--- src/rtl/pwm_cd_pkg.sv ---
package pwm_cd_pkg;

    localparam int DATA_W = 32;
    localparam int CNT_W  = 16;
    localparam int CODE_W = 4;
    localparam int DIV_W  = 17;

    // control word layout, bit 6 down to bit 0
    typedef struct packed {
        logic              gate;       // tick gate
        logic              level_high; // 1: active high
        logic              run;        // channel enable
        logic [CODE_W-1:0] code;       // division code
    } ctrl_t;

    localparam int CTRL_W = $bits(ctrl_t);

    typedef struct packed {
        logic [CNT_W-1:0] per;   // period minus one
        logic [CNT_W-1:0] duty;  // active count
    } timing_t;

    // ratio for a division code, zero for codes that give no tick
    function automatic logic [DIV_W-1:0] ratio_of(input logic [CODE_W-1:0] c);
        logic [DIV_W-1:0] r;
        case (c)
            4'd0:    r = DIV_W'(120);
            4'd1:    r = DIV_W'(180);
            4'd2:    r = DIV_W'(240);
            4'd3:    r = DIV_W'(360);
            4'd4:    r = DIV_W'(480);
            4'd8:    r = DIV_W'(12000);
            4'd9:    r = DIV_W'(24000);
            4'd10:   r = DIV_W'(36000);
            4'd11:   r = DIV_W'(48000);
            4'd12:   r = DIV_W'(72000);
            4'd15:   r = DIV_W'(1);
            default: r = '0;
        endcase
        return r;
    endfunction

endpackage

--- src/rtl/pwm_cd_regs.sv ---
module pwm_cd_regs
    import pwm_cd_pkg::*;
#(
    parameter int ADDR_W = 2
) (
    input  logic              clk,
    input  logic              rst,
    input  logic [ADDR_W-1:0] addr,
    input  logic              wr_en,
    input  logic [DATA_W-1:0] wr_data,
    output logic [DATA_W-1:0] rd_data,
    output ctrl_t             ctrl,
    output timing_t           timing
);

    localparam logic [ADDR_W-1:0] A_CTRL = ADDR_W'(0);
    localparam logic [ADDR_W-1:0] A_TIM  = ADDR_W'(1);

    ctrl_t   ctrl_q;
    timing_t tim_q;

    always_ff @(posedge clk) begin
        if (rst) begin
            ctrl_q <= '0;
            tim_q  <= '0;
        end else if (wr_en) begin
            if (addr == A_CTRL) ctrl_q <= ctrl_t'(wr_data[CTRL_W-1:0]);
            if (addr == A_TIM)  tim_q  <= timing_t'(wr_data);
        end
    end

    always_comb begin
        case (addr)
            A_CTRL:  rd_data = DATA_W'(ctrl_q);
            A_TIM:   rd_data = DATA_W'(tim_q);
            default: rd_data = '0;
        endcase
    end

    assign ctrl   = ctrl_q;
    assign timing = tim_q;

    // a register changes only through a write strobe
    assert_reg_write_only_R2: assert property (@(posedge clk) disable iff (rst)
        !$past(wr_en) |-> ($stable(ctrl_q) && $stable(tim_q)));

endmodule

--- src/rtl/pwm_cd_prescaler.sv ---
module pwm_cd_prescaler
    import pwm_cd_pkg::*;
(
    input  logic              clk,
    input  logic              rst,
    input  logic [CODE_W-1:0] code,
    input  logic              run,
    input  logic              gate,
    output logic              tick
);

    logic [DIV_W-1:0] ratio;
    logic [DIV_W-1:0] last;
    logic             valid;
    logic [DIV_W-1:0] div_q;

    assign ratio = ratio_of(code);
    assign valid = (ratio != '0);
    assign last  = ratio - DIV_W'(1);

    always_ff @(posedge clk) begin
        if (rst || !run) begin
            div_q <= '0;
        end else if (gate && valid) begin
            if (div_q >= last) div_q <= '0;
            else               div_q <= div_q + DIV_W'(1);
        end
    end

    assign tick = run && gate && valid && (div_q >= last);

    // a closed gate freezes the divider
    assert_div_hold_R10: assert property (@(posedge clk) disable iff (rst)
        $past(run && !gate) |-> $stable(div_q));

    // a stopped channel leaves the divider at zero
    assert_div_clear_R9: assert property (@(posedge clk) disable iff (rst)
        $past(!run) |-> (div_q == '0));

endmodule

--- src/rtl/pwm_cd_wave.sv ---
module pwm_cd_wave
    import pwm_cd_pkg::*;
(
    input  logic    clk,
    input  logic    rst,
    input  logic    tick,
    input  logic    run,
    input  logic    gate,
    input  logic    level_high,
    input  timing_t shadow,
    output logic    pwm_out
);

    logic [CNT_W-1:0] cnt_q;
    logic [CNT_W-1:0] per_q;
    logic [CNT_W-1:0] duty_q;
    logic             active;

    always_ff @(posedge clk) begin
        if (rst) begin
            cnt_q  <= '0;
            per_q  <= '0;
            duty_q <= '0;
        end else if (!run) begin
            cnt_q  <= '0;
            per_q  <= shadow.per;
            duty_q <= shadow.duty;
        end else if (tick) begin
            if (cnt_q >= per_q) begin
                cnt_q  <= '0;
                per_q  <= shadow.per;
                duty_q <= shadow.duty;
            end else begin
                cnt_q <= cnt_q + CNT_W'(1);
            end
        end
    end

    assign active  = (cnt_q < duty_q);
    assign pwm_out = (run && gate && active) ? level_high : !level_high;

    // the count stays inside the active period
    assert_cnt_in_period_R6: assert property (@(posedge clk) disable iff (rst)
        cnt_q <= per_q);

    // a closed gate freezes the count
    assert_cnt_hold_R10: assert property (@(posedge clk) disable iff (rst)
        $past(run && !gate) |-> $stable(cnt_q));

    // running timing changes only at the period boundary
    assert_defer_update_R11: assert property (@(posedge clk) disable iff (rst)
        ($past(run) && !($stable(per_q) && $stable(duty_q))) |-> (cnt_q == '0));

endmodule

--- src/rtl/pwm_coded_div.sv ---
module pwm_coded_div
    import pwm_cd_pkg::*;
#(
    parameter int ADDR_W = 2
) (
    input  logic              clk,
    input  logic              rst,
    input  logic [ADDR_W-1:0] addr,
    input  logic              wr_en,
    input  logic [DATA_W-1:0] wr_data,
    output logic [DATA_W-1:0] rd_data,
    output logic              pwm_out
);

    ctrl_t   ctrl;
    timing_t timing;
    logic    tick;

    pwm_cd_regs #(.ADDR_W(ADDR_W)) u_regs (
        .clk     (clk),
        .rst     (rst),
        .addr    (addr),
        .wr_en   (wr_en),
        .wr_data (wr_data),
        .rd_data (rd_data),
        .ctrl    (ctrl),
        .timing  (timing)
    );

    pwm_cd_prescaler u_pre (
        .clk  (clk),
        .rst  (rst),
        .code (ctrl.code),
        .run  (ctrl.run),
        .gate (ctrl.gate),
        .tick (tick)
    );

    pwm_cd_wave u_wave (
        .clk        (clk),
        .rst        (rst),
        .tick       (tick),
        .run        (ctrl.run),
        .gate       (ctrl.gate),
        .level_high (ctrl.level_high),
        .shadow     (timing),
        .pwm_out    (pwm_out)
    );

    // a code outside the table never yields a tick
    assert_invalid_no_tick_R5: assert property (@(posedge clk) disable iff (rst)
        (ratio_of(ctrl.code) == '0) |-> !tick);

    // a stopped channel with no writes keeps its output steady
    assert_idle_quiet_R9: assert property (@(posedge clk) disable iff (rst)
        $past(!ctrl.run && !wr_en) |-> $stable(pwm_out));

endmodule

--- config.mk ---
export PLATFORM = sky130hd
export DESIGN_NAME = pwm_coded_div
export DESIGN_NICKNAME = d
export VERILOG_FILES = /design/src/rtl/pwm_cd_pkg.sv /design/src/rtl/pwm_cd_regs.sv /design/src/rtl/pwm_cd_prescaler.sv /design/src/rtl/pwm_cd_wave.sv /design/src/rtl/pwm_coded_div.sv
export SDC_FILE = /design/constraint.sdc
export NUM_CORES = 1
export LEC_CHECK = 0
export BUFFER_PORTS_ARGS = -buffer_cell sky130_fd_sc_hd__buf_2
export CORE_MARGIN = 3
export CORE_UTILIZATION = 60
export CTS_BUF_LIST = sky130_fd_sc_hd__clkbuf_16
export CTS_CLUSTER_DIAMETER = 150
export DETAILED_ROUTE_END_ITERATION = 8
export PLACE_DENSITY = 0.81
export SLEW_MARGIN = 25
export SYNTH_ARGS = -nofsm -noshare
export SYNTH_HDL_FRONTEND = slang
export SYNTH_SLANG_ARGS = --single-unit
--- constraint.sdc ---
create_clock -name clk -period 4.89 [get_ports clk]
set_clock_uncertainty 0.05 [all_clocks]
set_input_delay 1.467 -clock clk [delete_from_list [all_inputs] [get_ports clk]]
set_output_delay 1.467 -clock clk [all_outputs]
set_load 0.02 [all_outputs]
==> flow_summary.yaml, run 1 <==
power_and_ir_drop:
  power.total_w: 0.00254
  seq_power_share_pct: 39.8
  power.density_nw_per_um2: 313
  combPwrFrac_pct: 7.9
  clkPwrFrac_pct: 52.3
  cellLeakagePower_nw: 3.19
  p_switching_w: 0.000628
  internal_power_w: 0.00191
  sw_frac_of_total_pct: 24.7
  ir_drop_mv: 0.338
critical_path:
  cp-end-kind: "flop"
  critical_path.max_stage_delay_ns: 0.55
  cp.required_ns: 5.15
  cp_slowest_cell: "or4_4"
  startpoint_type: "flop"
  crit_type: "reg2reg"
  cp_cell_sequence: "or4_4, or3_1, nor3_2, nand2_1, nor4_1, xnor2_1, ha_1, nand4_1, nor3_1, a211oi_1, a31o_2, buf_4, nor3_1, o21a_1"
  worstRegToRegCells: 14
  worstPathMaxFanout: 36
  cp.arrival_ns: 4.37
  worst_path_most_repeated_cell: "nor3_1"
routing:
  routed_via_density: 5.86
  drc: 0
  drt_first_pass_iters: 5
  drt-wirelength-per-cell_um: 15.5
  ant_nets: 0
  wl_mm: 17.5
  vias: 6589
  drtIter0Drc: 427
clock_network:
  cts_resized: 0
  clk-insertion-delay-late_ns: 0.42
  cts_buffer_depth: 2
  post_cts_buffers: 0
  cts_tree: "yes"
  cts_buffers: 17
  clk_pin_slew_ns: 0.06
  ctsHoldBuffers: 0
  root_buffer: "clkbuf_16"
  cts.htree.levels: 4
  clock-sinks: 119
timing:
  rsz0062_at_grt: "no"
  hold_violations: 0
  post-route-period-util_pct: 84.1
  worst_pin_slew_ns: 1.02
  max_freq_mhz: 243
  period_minus_slack_ns: 4.11
  setup_violations: 0
  maxSlewHeadroom_pct: 31.8
  slew_violations: 0
  fin_setup_tns_ns: 0
  holdWs_ns: 0.438
cells_and_area:
  final_cells: 1124
  drive_above_1_share_pct: 12.6
  most-common-layout-cells: "163 x nand2_1, 118 x dfxtp_1, 88 x a21oi_1, 84 x nor2_1, 68 x buf_2"
  nets: 1059
  finalInstanceArea_um2: 8100
  syn_to_final_growth_pct: 14.1
  mostFrequentLayoutCell: "nand2_1"
  antenna_cells: 0
global_routing:
  grt_usage_pct: 27.6
  grt_max_degree: 90
  grt_overflow: 0
  antenna_found_initial: 0
  grt_pass1_wl_mm: 29.6
  first_global_vias: 6121
synth:
  synth-edff-count: 0
  synth_area_per_cell_um2: 7.62
  synthArstFlopShare_pct: 0
  yosysWarningCount: 0
  yosys.area.top_type: "dfxtp_1"
  synth_top_area_share_pct: 33.6
  synth_seq_cells: 119
  synth_ff_type: "dfxtp_1"
  netlist_area_um2: 7100
  ys_types: 46
  synth_cells: 932
  syn_nets: 1023
  yosysSeqAreaShare_pct: 33.6
  synth_area_leaders: "dfxtp_1 34%, ha_1 9.5%, nand2_1 8.7%"
floorplanning:
  io_pins: 70
  initial_core_util_pct: 61.7
  core_um2: 11500
  die_w_um: 115
  dieHeight_um: 115
  num_rows: 39
  die_area_um2: 13200
placed_design:
  place.gp.congestion: 0.866
  place_inst: 1092
  detailed_place_hpwl_mm: 11.5
  postPlaceCellArea_um2: 7470
  port_buffers: 69
hold_path:
  whs_path_depth: 2
  hold_class: "reg2reg"
flow_run:
  cap_viol_max_count: 0
run_status:
  status: "complete, no violations"
synthesized netlist by cell type, drive strengths merged (8+ instances only):
cell	n
dfxtp	119
nor2	85
xor2	16
nand4b	32
inv	46
nand2	165
nor4	15
o21ai	18
nor3b	36
ha	54
xnor2	13
a32o	8
nor3	19
mux2i	13
clkbuf	52
nand4	13
a211oi	8
buf	10
a21oi	89
and2	27
nand3	50
flip-flops by register name, indices dropped and copies added (netlist names):
| signal | count |
|---|---|
| u_pre.div_q | 17 |
| u_pre.ratio | 15 |
| u_regs.ctrl | 7 |
| u_regs.timing | 32 |
| u_wave.cnt_q | 16 |
| u_wave.duty_q | 16 |
| u_wave.per_q | 16 |
cell families after synthesis:
logic type,after synthesis,share of synthesized area (%)
simple gates,465,33.3
compound gates,144,12.0
flops,119,33.6
buf+inv,108,6.27
fa+ha+maj,54,9.52
xor+xnor,29,3.58
mux,13,1.83
per-stage QoR:
stage / worst slack (ns) / util, %
4_1_cts: 0.752 / 70.3
6_report: 0.778 / 70.3
3_5_place_dp: 0.758 / 64.9
5_1_grt: 0.431 / 70.3
2_1_floorplan: 0.887 / -
3_3_place_gp: 0.801 / 64.7
worst max-delay path, delay by kind of cell, from the launching register on:
family | cells | cell delay (ns)
AOI/OAI and AO/OA | 3 | 1.00
DFF | 1 | 0.33
adders and majority gates | 1 | 0.25
xor gates and xnor gates | 1 | 0.16
and+or+nand+nor | 8 | 1.82
buffers and inverters | 1 | 0.39
layer usage:
layer | up-vias | global-route usage (%) | part of all wire [%]
li1 | 3287 | - | -
met1 | 3051 | 38.5 | 46
met2 | 222 | 42.2 | 45
met3 | 29 | 5.95 | 6.8
met4 | 0 | 9.78 | 1.6
met5 | - | 0 | 0
path summary, 6_finish.rpt:
check	from	to	slack (ns)
worst max register to register	u_pre.ratio[4]$_SDFF_PP0_	u_wave.cnt_q[0]$_SDFFE_PP0P_	0.78
worst max-delay path	u_pre.ratio[4]$_SDFF_PP0_	u_wave.cnt_q[0]$_SDFFE_PP0P_	0.78
worst min register to register	u_regs.timing[4]$_SDFFE_PP0P_	u_regs.timing[4]$_SDFFE_PP0P_	0.44
worst min-delay path	u_regs.timing[4]$_SDFFE_PP0P_	u_regs.timing[4]$_SDFFE_PP0P_	0.44
cell type report:
| cell class | count | area (µm²) |
|---|---|---|
| Multi-Input combinational cell | 705 | 4290 |
| Fill cell | 935 | 3420 |
| Sequential cell | 119 | 2380 |
| Timing Repair Buffer | 79 | 443 |
| Clock buffer | 17 | 425 |
| Clock inverter | 15 | 203 |
| Tap cell | 143 | 179 |
| Inverter | 46 | 173 |
power by group through the flow:
stage | Clock (W) | Sequential [W] | Combinational, W
after detailed placement | 0 | 0.00103 | 0.000196
after floorplan | 0 | 0.00102 | 0.000143
after global routing | 0.00138 | 0.00101 | 0.000221
after global placement | 0 | 0.00103 | 0.000192
final | 0.00133 | 0.00101 | 0.000200
after CTS | 0.00134 | 0.00101 | 0.000198
Power figures use the tool's default switching activity.
==> inputs of run 2 (changes only) <==
==> constraint.sdc (replaced) <==
create_clock -name clk -period 4.1 [get_ports clk]
set_clock_uncertainty 0.05 [all_clocks]
set_input_delay 1.23 -clock clk [delete_from_list [all_inputs] [get_ports clk]]
set_output_delay 1.23 -clock clk [all_outputs]
set_load 0.02 [all_outputs]
==> run 2 against run 1 <==
Net effect: cell area stayed put; non-clock buffer count is 2 higher; register-to-register slack worse by 0.52 ns; total power is 17% higher; via count is 0.42% higher; first-iteration DRC count is 17% higher; global-route usage is 0.11 points lower; final cell count is 0.18% higher; flip-flop and latch count stayed put; core utilization stayed put; largest cell class unchanged.
==> flow_summary.yaml, run 2 (synthesis gave the netlist of run 1 again) <==
routing:
  drc: 0
  wl_mm: 17.4
  routed_via_density: 5.88
  ant_nets: 0
  vias: 6617
  drtIter0Drc: 501
  drt-wirelength-per-cell_um: 15.4
  drt_first_pass_iters: 5
critical_path:
  cp-end-kind: "flop"
  cp_slowest_cell: "or4_4"
  reg2reg_from: "u_pre.ratio[4]$_SDFF_PP0_"
  crit_type: "reg2reg"
  startpoint_type: "flop"
  cp.arrival_ns: 4.11
  crit_start: "u_pre.ratio[4]$_SDFF_PP0_"
  cp_cell_sequence: "or4_4, or3_1, nor3_2, nand2_1, nor4_1, xnor2_1, ha_1, nand4_1, nor3_1, a211oi_2, a31oi_4, buf_12, o21ai_0, a32o_1"
  worstPathMaxFanout: 10
  critical_path.max_stage_delay_ns: 0.55
  worstRegToRegCells: 14
  cp.required_ns: 4.37
timing:
  post-route-period-util_pct: 93.8
  max_freq_mhz: 260
  period_minus_slack_ns: 3.85
  fin_setup_tns_ns: 0
  hold_violations: 0
  worst_pin_slew_ns: 1.06
  slew_violations: 0
  setup_violations: 0
  maxSlewHeadroom_pct: 29.4
  finalWorstSetupSlack_ns: 0.254
cells_and_area:
  most-common-layout-cells: "164 x nand2_1, 118 x dfxtp_1, 88 x a21oi_1, 84 x nor2_1, 68 x buf_2"
  final_cells: 1126
  nets: 1061
  syn_to_final_growth_pct: 14.1
  drive_above_1_share_pct: 12.9
  mostFrequentLayoutCell: "nand2_1"
  largest_register_ffs: 32
  final_util_pct: 70.3
  antenna_cells: 0
power_and_ir_drop:
  sw_frac_of_total_pct: 25.4
  cellLeakagePower_nw: 3.20
  ir_drop_mv: 0.303
  power.density_nw_per_um2: 367
  seq_power_share_pct: 40.6
  internal_power_w: 0.00222
  p_switching_w: 0.000754
  clkPwrFrac_pct: 51.3
  combPwrFrac_pct: 8.1
global_routing:
  antenna_found_initial: 0
  grt_pass1_wl_mm: 29.2
  grt_max_degree: 101
  grt_overflow: 0
  first_global_vias: 6019
  grt_usage_pct: 27.5
hold_path:
  whs_path_depth: 2
  hold_class: "reg2reg"
  min_from: "u_regs.timing[26]$_SDFFE_PP0P_"
flow_run:
  cap_viol_max_count: 0
clock_network:
  root_buffer: "clkbuf_16"
  cts_buffer_depth: 2
  clk-insertion-delay-late_ns: 0.43
  cts_tree: "yes"
  cts.htree.levels: 4
  clock-sinks: 119
  clk_pin_slew_ns: 0.06
  cts_buffers: 17
  ctsHoldBuffers: 0
floorplanning:
  initial_core_util_pct: 61.7
  num_rows: 39
  io_pins: 70
  die_area_um2: 13200
  core_um2: 11500
  dieHeight_um: 115
  die_w_um: 115
placed_design:
  place_inst: 1093
  place.gp.congestion: 0.834
  dp_slack_ns: 0.138
  port_buffers: 69
  detailed_place_hpwl_mm: 11.3
run_status:
  status: "complete, no violations"
run 2: final cells by class:
type,count,area [µm²]
inverters,46,173
flip-flops and latches,119,2380
clock inverters,15,176
repair buffers,81,462
fillers,916,3420
clock buffers,17,425
well taps,143,179
multi-input cells,705,4300
run 2: worst max-delay path, delay by kind of cell (launching register included):
family | cells | cell delay [ns]
AOI/OAI and AO/OA | 4 | 0.80
xor gates and xnor gates | 1 | 0.11
adders and majority gates | 1 | 0.29
buffers and inverters | 1 | 0.15
DFF | 1 | 0.35
and+or+nand+nor | 7 | 1.99
run 2: final timing paths:
check,end,slack [ns]
worst max register to register,u_wave.cnt_q[13]$_SDFFE_PP0P_,0.25
worst min-delay path,u_regs.timing[26]$_SDFFE_PP0P_,0.44
worst min register to register,u_regs.timing[26]$_SDFFE_PP0P_,0.44
worst max-delay path,u_wave.cnt_q[13]$_SDFFE_PP0P_,0.25
run 2: metal layers:
layer,global-route usage (%),up-vias,share of wire [%]
li1,-,3306,-
met1,38.0,3079,47
met2,42.3,201,45
met3,5.74,31,6.3
met4,10.5,0,2.0
met5,0,-,0
run 2: repair_timing:
action                     CTS  global route
buffers inserted             0             1
hold endpoints to repair     0             0
setup endpoints to repair    0            48
resized for setup            0             5
run 2: power groups by stage:
stage | Combinational [W] | Clock (W) | Sequential, W
2_1_floorplan | 0.000170 | 0 | 0.00122
3_3_place_gp | 0.000232 | 0 | 0.00123
3_5_place_dp | 0.000234 | 0 | 0.00123
4_1_cts | 0.000236 | 0.00153 | 0.00121
5_1_grt | 0.000265 | 0.00158 | 0.00121
6_report | 0.000241 | 0.00152 | 0.00121
run 2: through the flow:
stage          cell area, µm²  hold WS (ns)  total power [W]
2_1_floorplan            7100         0.403          0.00139
3_3_place_gp             7460         0.418          0.00146
3_5_place_dp             7460         0.431          0.00146
4_1_cts                  8060         0.440          0.00298
5_1_grt                  8100         0.458          0.00306
6_report                 8100         0.441          0.00297
==> inputs of run 3 (changes only) <==
--- a/config.mk
+++ b/config.mk
@@ -5,6 +5,7 @@
 export SDC_FILE = /design/constraint.sdc
 export NUM_CORES = 1
 export LEC_CHECK = 0
+export ABC_AREA = 1
 export BUFFER_PORTS_ARGS = -buffer_cell sky130_fd_sc_hd__buf_2
 export CORE_MARGIN = 3
 export CORE_UTILIZATION = 60
==> run 3 against run 2 <==
Net effect: combinational power increased by 40%; critical endpoint is now rd_data[0]; core utilization increased by 0.42 points; global-route usage decreased by 1.7 points; flip-flop and latch count unchanged; synthesized area decreased by 4.8%; cell area decreased by 4.5%; first-iteration DRC count decreased by 3.4%; largest cell class unchanged; worst setup slack improved by 0.31 ns; clock-buffer cell count unchanged; final cell count increased by 6.2%; wire length decreased by 9.0%.
==> flow_summary.yaml, run 3 <==
global_routing:
  antenna_found_initial: 0
  first_global_vias: 5680
  grt_usage_pct: 25.8
  grt_max_degree: 68
  grt_overflow: 0
  grt_pass1_wl_mm: 26.8
timing:
  rsz0062_at_grt: "no"
  max_freq_mhz: 283
  hold_violations: 0
  fin_setup_tns_ns: 0
  setup_violations: 0
  post-route-period-util_pct: 86.2
  slew_violations: 0
  finalWorstSetupSlack_ns: 0.566
  worst_pin_slew_ns: 0.627
  period_minus_slack_ns: 3.53
  maxSlewHeadroom_pct: 58.2
power_and_ir_drop:
  ir_drop_mv: 0.371
  power.density_nw_per_um2: 399
  power.total_w: 0.00309
  cellLeakagePower_nw: 3.46
cells_and_area:
  largest_register_ffs: 32
  nFillCells: 935
  multiInputGateArea_um2: 3640
  final_cells: 1196
  final_util_pct: 70.8
  antenna_cells: 0
  drive_above_1_share_pct: 12.6
  seqCellArea_um2: 2380
  nets: 1134
  most-common-layout-cells: "176 x nand2_1, 176 x nor2_1, 144 x inv_1, 119 x dfxtp_1, 69 x buf_2"
  syn_to_final_growth_pct: 14.5
clock_network:
  clock-sinks: 119
  post_cts_buffers: 0
  clk-insertion-delay-late_ns: 0.42
  clk_pin_slew_ns: 0.05
  cts_resized: 0
  cts_buffers: 17
  ctsHoldBuffers: 0
  cts_buffer_depth: 2
  root_buffer: "clkbuf_16"
  cts_tree: "yes"
  cts.htree.levels: 4
synth:
  synthTopCellsByCount: "176 x nand2_1, 176 x nor2_1, 143 x inv_1"
  synthArstFlopShare_pct: 0
  synth-edff-count: 0
  yosysWarningCount: 0
  yosys.area.top_type: "dfxtp_1"
  yosysSeqAreaShare_pct: 35.2
  synth_area_per_cell_um2: 6.88
  synth_cells: 982
  syn_nets: 1073
  synth_seq_cells: 119
  netlist_area_um2: 6760
  ys_types: 41
  synth_area_leaders: "dfxtp_1 35%, ha_1 10%, nand2_1 9.8%"
  synth_top_area_share_pct: 35.2
  synth_ff_type: "dfxtp_1"
routing:
  ant_nets: 0
  drc: 0
  vias: 6259
  drtIter0Drc: 484
  wl_mm: 15.8
  drt_first_pass_iters: 5
  drt-wirelength-per-cell_um: 13.2
  routed_via_density: 5.23
hold_path:
  hold_class: "reg2reg"
flow_run:
  cap_viol_max_count: 0
floorplanning:
  num_rows: 38
  die_area_um2: 12600
  die_w_um: 112
  io_pins: 70
  initial_core_util_pct: 61.8
  core_um2: 10900
  dieHeight_um: 112
placed_design:
  place_inst: 1164
  detailed_place_hpwl_mm: 10.9
  dp_slack_ns: 0.624
  place.gp.congestion: 0.869
  port_buffers: 69
run_status:
  status: "complete, no violations"
critical_path:
  startpoint_type: "input pin"
  cp-end-kind: "output pin"
  crit_type: "in2out"
  cp.required_ns: 2.82
  worstPathMaxFanout: 28
  cp.arrival_ns: 2.25
==> run 3: cell count changes in the layout (fill, tap and decap cells not counted), sizes merged, moves of 17 or more <==
cell	delta
a21oi	-23
nor3b	-35
nand3	+17
and2	-25
nand4b	-32
o21ai	+36
nand2	+20
nor2	+93
inv	+103
==> run 3: final timing paths <==
kind	endpoint	startpoint	slack (ns)	cells past startpoint
worst max-delay path	rd_data[0]	addr[0]	0.57	7
worst min-delay path	u_regs.timing[13]$_SDFFE_PP0P_	u_regs.timing[13]$_SDFFE_PP0P_	0.43	2
worst max register to register	u_wave.cnt_q[4]$_SDFFE_PP0P_	u_pre.ratio[0]$_SDFF_PN0_	0.67	21
worst min register to register	u_regs.timing[13]$_SDFFE_PP0P_	u_regs.timing[13]$_SDFFE_PP0P_	0.43	2
==> run 3: stage by stage <==
step	hold WS (ns)	instance area, µm²
2_1_floorplan	0.389	6760
3_3_place_gp	0.413	7130
3_5_place_dp	0.420	7130
4_1_cts	0.431	7740
5_1_grt	0.447	7740
6_report	0.432	7740
==> run 3: cell type report <==
cell class                      instances  area share [%]
Clock buffer                           17            5.50
Clock inverter                         15            2.30
Inverter                              148            7.21
Multi-Input combinational cell        683            47.0
Sequential cell                       119            30.8
Tap cell                              140            2.26
Timing Repair Buffer                   74            4.95
==> run 3: metal layers <==
metal  vias to the layer above  track usage, %  wire, µm
met3                        19            6.68      1040
met1                      2812            37.4      7790
met4                         0            7.29       167
met5                         -               0         0
li1                       3248               -         -
met2                       180            38.1      6800
==> run 3: power by group <==
| part | internal (W) | switching [W] | total [W] |
|---|---|---|---|
| registers | 0.00121 | 0.0000290 | 0.00124 |
| clock network | 0.000956 | 0.000553 | 0.00151 |
| logic | 0.000116 | 0.000221 | 0.000337 |
==> run 3: kinds of logic (layout without fill, tap and decap cells) <==
group                      Yosys count  in the layout  synth area share [%]
AOI/OAI and AO/OA                  138            138                  11.0
and+or+nand+nor                    473            473                  30.5
adders and majority gates           54             54                  9.99
DFF                                119            119                  35.2
buffers and inverters              180            254                  11.0
xor gates and xnor gates            18             18                  2.33
==> run 3: worst max-delay path, stage by stage <==
cell	delay, ns
buf_2	0.08
inv_2	0.05
nor2_1	0.14
inv_1	0.13
buf_4	0.24
o21ai_0	0.18
buf_2	0.19
